--- config.mk ---
export PLATFORM = sky130hd
export DESIGN_NAME = rxq_tagged_fifo
export DESIGN_NICKNAME = d
export VERILOG_FILES = /design/src/rtl/rxq_pkg.sv /design/src/rtl/rxq_store.sv /design/src/rtl/rxq_err_gate.sv /design/src/rtl/rxq_idle_timer.sv /design/src/rtl/rxq_tagged_fifo.sv
export SDC_FILE = /design/constraint.sdc
export NUM_CORES = 1
export LEC_CHECK = 0
export BUFFER_PORTS_ARGS = -buffer_cell sky130_fd_sc_hd__buf_2
export CAP_MARGIN = 25
export CORE_MARGIN = 8
export CORE_UTILIZATION = 50
export DETAILED_ROUTE_END_ITERATION = 8
export GPL_TIMING_DRIVEN = 0
export PLACE_DENSITY = 0.68
export SLEW_MARGIN = 20
export SYNTH_ARGS = -nofsm -noshare
export SYNTH_HDL_FRONTEND = slang
export SYNTH_SLANG_ARGS = --single-unit
--- constraint.sdc ---
create_clock -name clk -period 3.9 [get_ports clk]
set_input_delay 0.585 -clock clk [delete_from_list [all_inputs] [get_ports clk]]
set_output_delay 0.585 -clock clk [all_outputs]
set_load 0.05 [all_outputs]
--- src/rtl/rxq_pkg.sv ---
package rxq_pkg;
    typedef struct packed {
        logic       ovr;
        logic       ferr;
        logic       perr;
        logic [7:0] data;
    } rxq_entry_t;

    typedef enum logic [1:0] {
        ST_FLOW     = 2'd0,
        ST_ERR_HOLD = 2'd1,
        ST_WAIT_CLR = 2'd2
    } gate_state_t;
endpackage

--- src/rtl/rxq_store.sv ---
module rxq_store
    import rxq_pkg::*;
#(
    parameter int DEPTH = 12,
    parameter int WIN   = 4
) (
    input  logic       clk,
    input  logic       rst_n,
    input  logic       wr_req,
    input  rxq_entry_t wr_entry,
    input  logic       rd_req,
    output rxq_entry_t head,
    output logic       empty,
    output logic [$clog2(DEPTH+1)-1:0] level,
    output logic       win_err,
    output logic       rd_pop
);
    localparam int PTR_W = $clog2(DEPTH);
    localparam int CNT_W = $clog2(DEPTH+1);

    rxq_entry_t        mem [DEPTH];
    logic [PTR_W-1:0]  wr_ptr, rd_ptr, last_ptr;
    logic [CNT_W-1:0]  count;
    logic              full, push, drop;

    function automatic logic [PTR_W-1:0] bump(input logic [PTR_W-1:0] p);
        return (p == PTR_W'(DEPTH-1)) ? '0 : p + 1'b1;
    endfunction

    assign full     = (count == CNT_W'(DEPTH));
    assign empty    = (count == '0);
    assign push     = wr_req && !full;
    assign drop     = wr_req && full;
    assign rd_pop   = rd_req && !empty;
    assign last_ptr = (wr_ptr == '0) ? PTR_W'(DEPTH-1) : wr_ptr - 1'b1;
    assign head     = empty ? '0 : mem[rd_ptr];
    assign level    = count;

    always_comb begin
        win_err = 1'b0;
        for (int i = 0; i < WIN; i++) begin
            int idx;
            idx = int'(rd_ptr) + i;
            if (idx >= DEPTH) idx = idx - DEPTH;
            if (CNT_W'(i) < count) begin
                if (mem[idx].perr || mem[idx].ferr || mem[idx].ovr) win_err = 1'b1;
            end
        end
    end

    always_ff @(posedge clk) begin
        if (!rst_n) begin
            wr_ptr <= '0;
            rd_ptr <= '0;
            count  <= '0;
            for (int i = 0; i < DEPTH; i++) mem[i] <= '0;
        end else begin
            if (push) begin
                mem[wr_ptr] <= wr_entry;
                wr_ptr      <= bump(wr_ptr);
            end
            if (drop) mem[last_ptr].ovr <= 1'b1;
            if (rd_pop) rd_ptr <= bump(rd_ptr);
            case ({push, rd_pop})
                2'b10:   count <= count + 1'b1;
                2'b01:   count <= count - 1'b1;
                default: count <= count;
            endcase
        end
    end

    p_no_overflow_r3: assert property (@(posedge clk) disable iff (!rst_n)
        count <= CNT_W'(DEPTH));
    p_drop_keeps_level_r3: assert property (@(posedge clk) disable iff (!rst_n)
        (drop && !rd_pop) |=> $stable(count));
    p_empty_read_r8: assert property (@(posedge clk) disable iff (!rst_n)
        (rd_req && empty && !wr_req) |=> (empty && $stable(rd_ptr)));
endmodule

--- src/rtl/rxq_err_gate.sv ---
module rxq_err_gate
    import rxq_pkg::*;
(
    input  logic clk,
    input  logic rst_n,
    input  logic win_err,
    input  logic sts_clr,
    output logic dma_ok,
    output logic err_irq
);
    gate_state_t state, state_nx;

    always_ff @(posedge clk) begin
        if (!rst_n) state <= ST_FLOW;
        else        state <= state_nx;
    end

    always_comb begin
        state_nx = state;
        unique case (state)
            ST_FLOW:     if (win_err) state_nx = ST_ERR_HOLD;         // T_ERR_SEEN
            ST_ERR_HOLD: if (!win_err) state_nx = ST_WAIT_CLR;        // T_FLUSHED
            ST_WAIT_CLR: begin
                if (win_err)      state_nx = ST_ERR_HOLD;             // T_REERR
                else if (sts_clr) state_nx = ST_FLOW;                 // T_ACKED
            end
            default:     state_nx = ST_FLOW;
        endcase
    end

    always_comb begin
        dma_ok  = (state == ST_FLOW) && !win_err;
        err_irq = (state != ST_FLOW);
    end

    p_err_raise_r4: assert property (@(posedge clk) disable iff (!rst_n)
        win_err |=> err_irq);
    p_hold_until_clear_r5: assert property (@(posedge clk) disable iff (!rst_n)
        (state == ST_WAIT_CLR && !sts_clr && !win_err) |=> (state == ST_WAIT_CLR));
    p_clear_ignored_r5: assert property (@(posedge clk) disable iff (!rst_n)
        (state == ST_ERR_HOLD && win_err) |=> err_irq);
endmodule

--- src/rtl/rxq_idle_timer.sv ---
module rxq_idle_timer #(
    parameter int IDLE_FRAMES = 3
) (
    input  logic clk,
    input  logic rst_n,
    input  logic activity,
    input  logic empty,
    input  logic frame_tick,
    output logic idle_irq
);
    localparam int CW = $clog2(IDLE_FRAMES+1);

    logic [CW-1:0] cnt;

    always_ff @(posedge clk) begin
        if (!rst_n)                 cnt <= '0;
        else if (activity || empty) cnt <= '0;
        else if (frame_tick && cnt != CW'(IDLE_FRAMES)) cnt <= cnt + 1'b1;
    end

    assign idle_irq = (cnt == CW'(IDLE_FRAMES));

    p_idle_quiet_empty_r7: assert property (@(posedge clk) disable iff (!rst_n)
        empty |=> !idle_irq);
    p_idle_cleared_r7: assert property (@(posedge clk) disable iff (!rst_n)
        activity |=> !idle_irq);
endmodule

--- src/rtl/rxq_tagged_fifo.sv ---
module rxq_tagged_fifo
    import rxq_pkg::*;
#(
    parameter int DEPTH       = 12,
    parameter int WIN         = 4,
    parameter int SVC_LEVEL   = 4,
    parameter int IDLE_FRAMES = 3
) (
    input  logic       clk,
    input  logic       rst_n,
    input  logic       in_valid,
    input  logic [7:0] in_data,
    input  logic       in_perr,
    input  logic       in_ferr,
    input  logic       rd_en,
    input  logic       sts_clr,
    input  logic       frame_tick,
    output logic [7:0] rd_data,
    output logic       flag_perr,
    output logic       flag_ferr,
    output logic       flag_ovr,
    output logic       svc_req,
    output logic       dma_req,
    output logic       err_irq,
    output logic       idle_irq
);
    localparam int CNT_W = $clog2(DEPTH+1);

    rxq_entry_t       wr_entry, head;
    logic             empty, win_err, rd_pop, dma_ok;
    logic [CNT_W-1:0] level;

    always_comb begin
        wr_entry      = '0;
        wr_entry.data = in_data;
        wr_entry.perr = in_perr;
        wr_entry.ferr = in_ferr;
    end

    rxq_store #(.DEPTH(DEPTH), .WIN(WIN)) store_i (
        .clk(clk), .rst_n(rst_n), .wr_req(in_valid), .wr_entry(wr_entry),
        .rd_req(rd_en), .head(head), .empty(empty), .level(level),
        .win_err(win_err), .rd_pop(rd_pop)
    );

    rxq_err_gate gate_i (
        .clk(clk), .rst_n(rst_n), .win_err(win_err), .sts_clr(sts_clr),
        .dma_ok(dma_ok), .err_irq(err_irq)
    );

    rxq_idle_timer #(.IDLE_FRAMES(IDLE_FRAMES)) idle_i (
        .clk(clk), .rst_n(rst_n), .activity(in_valid || rd_pop),
        .empty(empty), .frame_tick(frame_tick), .idle_irq(idle_irq)
    );

    assign rd_data   = head.data;
    assign flag_perr = head.perr;
    assign flag_ferr = head.ferr;
    assign flag_ovr  = head.ovr;
    assign svc_req   = (level >= CNT_W'(SVC_LEVEL));
    assign dma_req   = svc_req && dma_ok;

    p_dma_needs_level_r2: assert property (@(posedge clk) disable iff (!rst_n)
        $rose(dma_req) |-> (level >= CNT_W'(SVC_LEVEL)));
    p_dma_off_in_error_r4: assert property (@(posedge clk) disable iff (!rst_n)
        err_irq |-> !dma_req);
    p_empty_flags_r6: assert property (@(posedge clk) disable iff (!rst_n)
        empty |-> (rd_data == 8'h00 && !flag_perr && !flag_ferr && !flag_ovr));
endmodule

# After elaboration in Yosys (flattened, before gate mapping)
# Memories as Yosys holds them, arrays and structs flattened. A register that Yosys moved wholly into a read port is not among the register bits.
# Cells that the tools add are included.
[totals]
reg_bits = 16
latch_bits = 0
ram_bits = 132
romBits = 0
input_bits = 16
out_inout_bits = 15
mem_count = 1
[op_classes]
add_sub_neg = 13
mul = 0
div_mod_pow = 0
order_cmp = 9
n_eq_ne = 12
shift = 0
muxes = 37
bitwise_logic = 1
reduce_logical = 28
[mem_list]
columns = ["name", "depth", "width", "read_ports", "rd_ports_with_merged_regs", "wr", "line_no", "text"]
rows = [
  ["store_i.mem", 12, 11, 5, 1, 12, "rxq_store.sv:21", "rxq_entry_t mem [DEPTH];"],
]
[ops]
columns = ["cell", "count"]
rows = [
  ["2-to-1 mux 4 bit", 11],
  ["2-to-1 mux 11 bit", 3],
  ["OR reduction 11 bit", 2],
  ["2-to-1 mux 1 bit", 16],
  ["greater-or-equal comparator 5 x 4 -> 1 bit, second input constant", 3],
  ["adder 4 x 1 -> 4 bit, second input constant", 3],
  ["equality test 4 bit, second input constant", 3],
  ["subtractor 4 x 3 -> 4 bit, second input constant", 3],
  ["adder 4 x 2 -> 5 bit, second input constant", 2],
  ["logical OR 1 bit", 10],
  ["2-to-1 mux 2 bit", 5],
  ["logical NOT 4 bit", 2],
  ["less-than comparator 1 x 4 -> 1 bit, first input constant", 2],
  ["less-than comparator 2 x 4 -> 1 bit, first input constant", 2],
  ["case mux 4 bit (2 select lines)", 1],
  ["subtractor 4 x 1 -> 4 bit, second input constant", 2],
  ["equality test 2 bit, second input constant", 3],
  ["logical AND 1 bit", 6],
  ["case mux 2 bit (3 select lines)", 1],
  ["adder 4 x 1 -> 5 bit, second input constant", 1],
  ["equality test 2 x 1 -> 1 bit, second input constant", 2],
  ["greater-or-equal comparator 4 x 3 -> 1 bit, second input constant", 1],
  ["greater-or-equal comparator 4 bit, second input constant", 1],
  ["inequality test 2 bit, second input constant", 2],
  ["other kinds (10)", 13],
]

# Logic depth before layout (Yosys ltp)
# An unclocked memory read counts as a cell.
[depth]
ltp_word = 16
ltp_mapped = 13

# Cells and area by module
# Synthesis repeated with hierarchy kept, for this count alone.
[unflattened]
hier_cells = 735
area_unflattened_um2 = 10042.1
[by_module_without_submodules]
columns = ["mod", "instances", "cells_each", "area_each_um2"]
rows = [
  ["rxq_store", 1, 711, 9829.4],
  ["rxq_idle_timer", 1, 10, 100.1],
  ["rxq_err_gate", 1, 10, 88.8],
  ["rxq_tagged_fifo", 1, 4, 23.8],
]

# Least setup slack after synthesis
# OpenSTA, ideal clock, no wires.
[synth_path]
path_kind = "reg-to-output"
from = "register store_i.rd_ptr[1]"
to = "output port dma_req"
arrival_time_ps = 3206
required_time_ps = 3315
setup_slack_ps = 109
stages_incl_launch_ff = 12
cell_sequence = "dfxtp_1 > ha_1 > and3b_4 > or2_2 > ha_1 > and2_1 > or2_2 > mux4_2 > o21ai_0 > o2bb2ai_1 > nand4b_4 > nor3_2"
[synth_between]
elab_chain_len = 16
[synth_lines]
columns = ["element", "line_no", "text"]
rows = [
  ["from (decl)", "rxq_store.sv:22", "logic [PTR_W-1:0] wr_ptr, rd_ptr, last_ptr;"],
  ["from (signal assigned)", "rxq_store.sv:63", "if (rd_pop) rd_ptr <= bump(rd_ptr);"],
  ["branches (longest 2 deep; another with adder 4 x 1 -> 5 bit)", "n/a", ""],
  ["memory (12 x 11 bit) (*)", "n/a", ""],
  ["logical OR 1 bit (2 in series)", "rxq_store.sv:46", "if (mem[idx].perr || mem[idx].ferr || mem[idx].ovr) win_err = 1'b1;"],
  ["2-to-1 mux 1 bit", "rxq_store.sv:46", ""],
  ["2-to-1 mux 1 bit", "rxq_store.sv:45", "if (CNT_W'(i) < count) begin"],
  ["2-to-1 mux 1 bit", "rxq_store.sv:46", ""],
  ["2-to-1 mux 1 bit", "rxq_store.sv:45", ""],
  ["2-to-1 mux 1 bit", "rxq_store.sv:46", ""],
  ["2-to-1 mux 1 bit", "rxq_store.sv:45", ""],
  ["2-to-1 mux 1 bit", "rxq_store.sv:46", ""],
  ["2-to-1 mux 1 bit (*)", "rxq_store.sv:45", ""],
  ["logical NOT 1 bit (*)", "n/a", ""],
  ["logical AND 1 bit (*)", "rxq_err_gate.sv:32", "dma_ok = (state == ST_FLOW) && !win_err;"],
  ["logical AND 1 bit (*)", "rxq_tagged_fifo.sv:61", "assign dma_req = svc_req && dma_ok;"],
  ["to (decl)", "rxq_tagged_fifo.sv:23", "output logic dma_req,"],
]
# Mark *: on every way between the ends.

# Final worst setup path
# Ends and elaborated chain as after synthesis.

==> results.txt <==
* Worst-path cell chain: ha_4 > and3b_4 > or2_4 > ha_4 > and2_4 > or2_2 > mux4_2 > o21ai_0 > o2bb2ai_2 > nand4b_4 > nor3_4 > buf_6
- The initial antenna violation count came to 0.
- Simple-gate portion of the synthesized area: between 10% and 20%
* Standby leakage power: between 4 and 5 nW
* Arrival time at the worst endpoint: 3.28 ns
* Worst path max stage delay: ~0.50 ns
* Number of CTS-inserted buffers: 17
- Highest Clock Rate: about 260 MHz
- STA classifies the critical path startpoint as a flop.
* Area of all placed cells without fillers: approximately 0.012 mm2
* Final ANT Viol Nets: 0
- Later-pin clock latency in the skew report: about 0.43 ns
* Max-cap viol count: 0
* Type of the most critical hold path: in -> reg
* Die boundary width: between 150 and 200 um
* Share of the synthesized area in the top cell type: between 50% and 60%
* Buf+Inv Stages, Crit Path: 1
- Once placement finished, the instance area stood at approximately 0.011 mm2.
- After detailed routing, the total wire length is between 20 and 30 mm.
- By area, the combinational part of the netlist is dominated by simple AND/OR/NAND/NOR gates.
* Final core area utilization: between 50% and 60%
- Syn. warnings: 0
* Final setup skew: 0.0118 ns
* Worst slew slack as a fraction of its limit: a little under two fifths
* Final Power: around 5.8 mW
* Largest area contributor in the netlist: sky130_fd_sc_hd__edfxtp_1
- Fin cells: 1096
* Via count: ~6500
- Core Area: 0.0200 mm2
- Prior to clock tree synthesis, the placed netlist has a worst setup slack of -0.108 ns.
- IR drop worst, VDD: about 0.41 mV
* Starting density of the core: 50.5%
- Critical Setup Path Class: reg -> out
* Wire length on met2: about 13 mm
* Status: completed
- HPWL after detailed placement: 18.3 mm
* Fraction of the mapped netlist area in adder cells: about 2.3%
* Number of rows created at floorplan: 52
- After technology mapping, the gate count stands at about 740.
- Combined area of all synthesized cells: about 0.010 mm2
* Final min period: 3.86 ns
* Commonest cells in the netlist: sky130_fd_sc_hd__edfxtp_1, sky130_fd_sc_hd__and2_1, sky130_fd_sc_hd__mux4_2
- Detailed routing placed a total of around 1.1 mm of wire on met3.
- Clk sink count: 196
- Hold repair after CTS inserted 0 buffers.
* Synthesized net count: about 800
- Capturing element type of the critical path: primary output
- Fraction of synthesis flops using an asynchronous set or reset pin: 0%
* Met1 wire length: 9.94 mm
* Die area: roughly 0.025 mm2
- Most numerous cell in the Yosys netlist: sky130_fd_sc_hd__edfxtp_1
- Number of top-level design ports: 31
* Main flop type after synthesis: sky130_fd_sc_hd__edfxtp_1
- Antenna cell count: 0
* FF+latch count, synth: between 150 and 200
- Slowest stage cell, crit path: sky130_fd_sc_hd__mux4_2
- Period utilisation layout: slightly below 100%
* Maximum level of the CTS H-tree: 4
* Source of the worst register-to-register timing path: store_i.level[0]$_SDFFE_PN0P_
- Finish-stage setup viols: 0
- Post-synthesis compound-gate area fraction: ~5%
- Most repeated library cell on the critical path: sky130_fd_sc_hd__ha_4
* Multiplexer area fraction after synthesis: between 15 and 20%
- Along the worst path, the maximum fanout reaches 6.
- Distinct cells, synth: 62
- Vias in the first global route: a little under 7000
* Wire length of the first global-routing pass: 39.1 mm
- In this run the tool buffered the top-level ports with 30 buffer cells.
- Data required time at the worst endpoint: 3.31 ns
- Overall global routing resource usage: between 20% and 30%
- In the routed layout, each cell is associated on average with a via count of around 5.9.
- Top routing layer in use: met4
- DRC violations left: 0
- Compared with the post-synthesis result, the final layout area differs by 13.6%.
- Slew @ Worst Pin: about 0.94 ns
- For this run the aggregate overflow at the end of global routing stands at 0.
- After Yosys synthesis, XOR and XNOR cells account for less than 1% of the synthesized area.
- Tracing the worst setup path back leads to its startpoint at store_i.rd_ptr[1]$_SDFFE_PN0P_.
- Counting tap cells, the placed design contains a total of between 1000 and 1500 instances.
* Pwr/cell area: 505 mW/mm2
- Clock transition time at the flip-flop clock pins of the worst setup and hold paths: 0.07 ns
* Violation count after the first detailed-route iteration: 558
- Largest cells by area after synthesis: sky130_fd_sc_hd__edfxtp_1, sky130_fd_sc_hd__mux4_2, sky130_fd_sc_hd__and2_1
- Setup slack closes at approximately 0.038 ns.
* Final sum of negative setup slack: 0 ns
- TritonCTS built the clock tree.
- Grouping stages by cell kind, the critical path spends the most delay in simple AND/OR/NAND/NOR gates.
- The number of slew-limit violations in the final report is 0.
- Averaged over all synthesized cells, the footprint is roughly 14 um2.
* CTS Buffer Depth: 2
- Hold is met by 0.475 ns.
- Die Height: between 150 and 200 um
* Average wire per standard cell: roughly 23 um
- The final-report hold violation count was 0.
- Number of search-and-repair iterations in the first detailed-routing pass: 7
- Clock tree synthesis selected as its root buffer the cell sky130_fd_sc_hd__clkbuf_16.
- Seq/Total Area, Yosys: a little under three fifths
* Setup repair after global routing missed its margin: yes
- Net count of the finished layout: around 850
- At the end of routability-driven placement, the weighted congestion stood at ~0.82.
- Count of flip-flops with a built-in enable after synthesis: approximately 180
* Fraction of layout cells with a size suffix above 1: roughly a quarter
* Start point of the worst hold path: in_data[3]
- Largest net degree at the start of global routing: 19
## report_power, final
part / switching [mW] / leakage, nW / internal [mW]
clock: 0.812 / 0.278 / 0.906
sequential: 0.0631 / 1.92 / 2.37
combinational: 0.980 / 1.88 / 0.679
## worst reg2reg max path, cell delays in order (launching register included)
cell and delay (ns):
sky130_fd_sc_hd__dfxtp_1 0.42, sky130_fd_sc_hd__inv_1 0.09, sky130_fd_sc_hd__ha_1 0.30, sky130_fd_sc_hd__and3_1 0.22
sky130_fd_sc_hd__buf_2 0.19, sky130_fd_sc_hd__nand2_2 0.22, sky130_fd_sc_hd__inv_2 0.12, sky130_fd_sc_hd__o21ai_2 0.29
sky130_fd_sc_hd__nand3_1 0.25, sky130_fd_sc_hd__or2_1 0.35, sky130_fd_sc_hd__o21ai_1 0.75
## routing by layer
metal / up-vias / global-route usage (%)
met5: - / 0
met2: 248 / 37.6
met3: 38 / 3.18
met4: 0 / 8.35
li1: 2921 / -
met1: 3257 / 25.4
## cell families (layout without fill, tap and decap cells)
logic type / count (synthesis) / count (layout)
AO/OA/AOI/OAI: 71 / 71
XOR/XNOR: 10 / 10
adder cells (fa/ha/maj): 19 / 19
buffers and inverters: 62 / 144
flip-flops: 196 / 196
multiplexers: 75 / 75
AND/OR/NAND/NOR: 311 / 311
## cells in the final DEF, fill, tap and decap left out, types with 5 or more instances in the layout
cell type,instances
sky130_fd_sc_hd__o21ai_1,9
sky130_fd_sc_hd__o21ai_2,5
sky130_fd_sc_hd__and2_1,147
sky130_fd_sc_hd__nor2b_1,6
sky130_fd_sc_hd__buf_4,21
sky130_fd_sc_hd__nand2b_1,6
sky130_fd_sc_hd__mux4_2,66
sky130_fd_sc_hd__nand4_1,6
sky130_fd_sc_hd__nor2_1,39
sky130_fd_sc_hd__nand2_1,31
sky130_fd_sc_hd__inv_1,15
sky130_fd_sc_hd__a21boi_0,5
sky130_fd_sc_hd__dfxtp_1,16
sky130_fd_sc_hd__edfxtp_1,176
sky130_fd_sc_hd__and3_1,5
sky130_fd_sc_hd__mux2i_1,8
sky130_fd_sc_hd__o21ai_0,10
sky130_fd_sc_hd__clkbuf_1,33
sky130_fd_sc_hd__nor2_2,9
sky130_fd_sc_hd__nand3_1,14
sky130_fd_sc_hd__a21oi_1,10
sky130_fd_sc_hd__buf_2,33
sky130_fd_sc_hd__clkbuf_16,17
sky130_fd_sc_hd__ha_1,13
sky130_fd_sc_hd__nor3_1,20
sky130_fd_sc_hd__o2111ai_1,5
## state kept, by name (all words and copies together), names as in the netlist, named ones only
register / flops
store_i.mem: 176
store_i.level: 4
store_i.rd_ptr: 4
store_i.wr_ptr: 4
gate_i.state: 2
idle_i.cnt: 2
## layout make-up
type,count,area [um2]
fillers,1613,8540
well taps,270,338
flip-flops and latches,196,5700
repair buffers,51,314
clock inverters,13,139
inverters,18,73.8
plain buffers,43,193
clock buffers,19,433
multi-input cells,486,4320
## path summary, 6_finish.rpt
path	end	slack (ns)	depth (start not counted)
setup / recovery	dma_req	0.04	12
setup reg to reg	store_i.mem[4][5]$_SDFFCE_PN0P_	0.33	10
hold / removal	store_i.mem[3][3]$_SDFFCE_PN0P_	0.48	2
hold reg to reg	idle_i.cnt[1]$_SDFFE_PP0P_	0.51	2
## what timing repair did
action | in CTS | in global routing
resized for setup | 22 | 15
endpoints found under the hold margin | 0 | 0
pin swaps | 6 | 8
buffers inserted | 10 | 3
setup endpoints to repair | 1 | 11
Note: power is estimated with default switching activity, not from simulation.
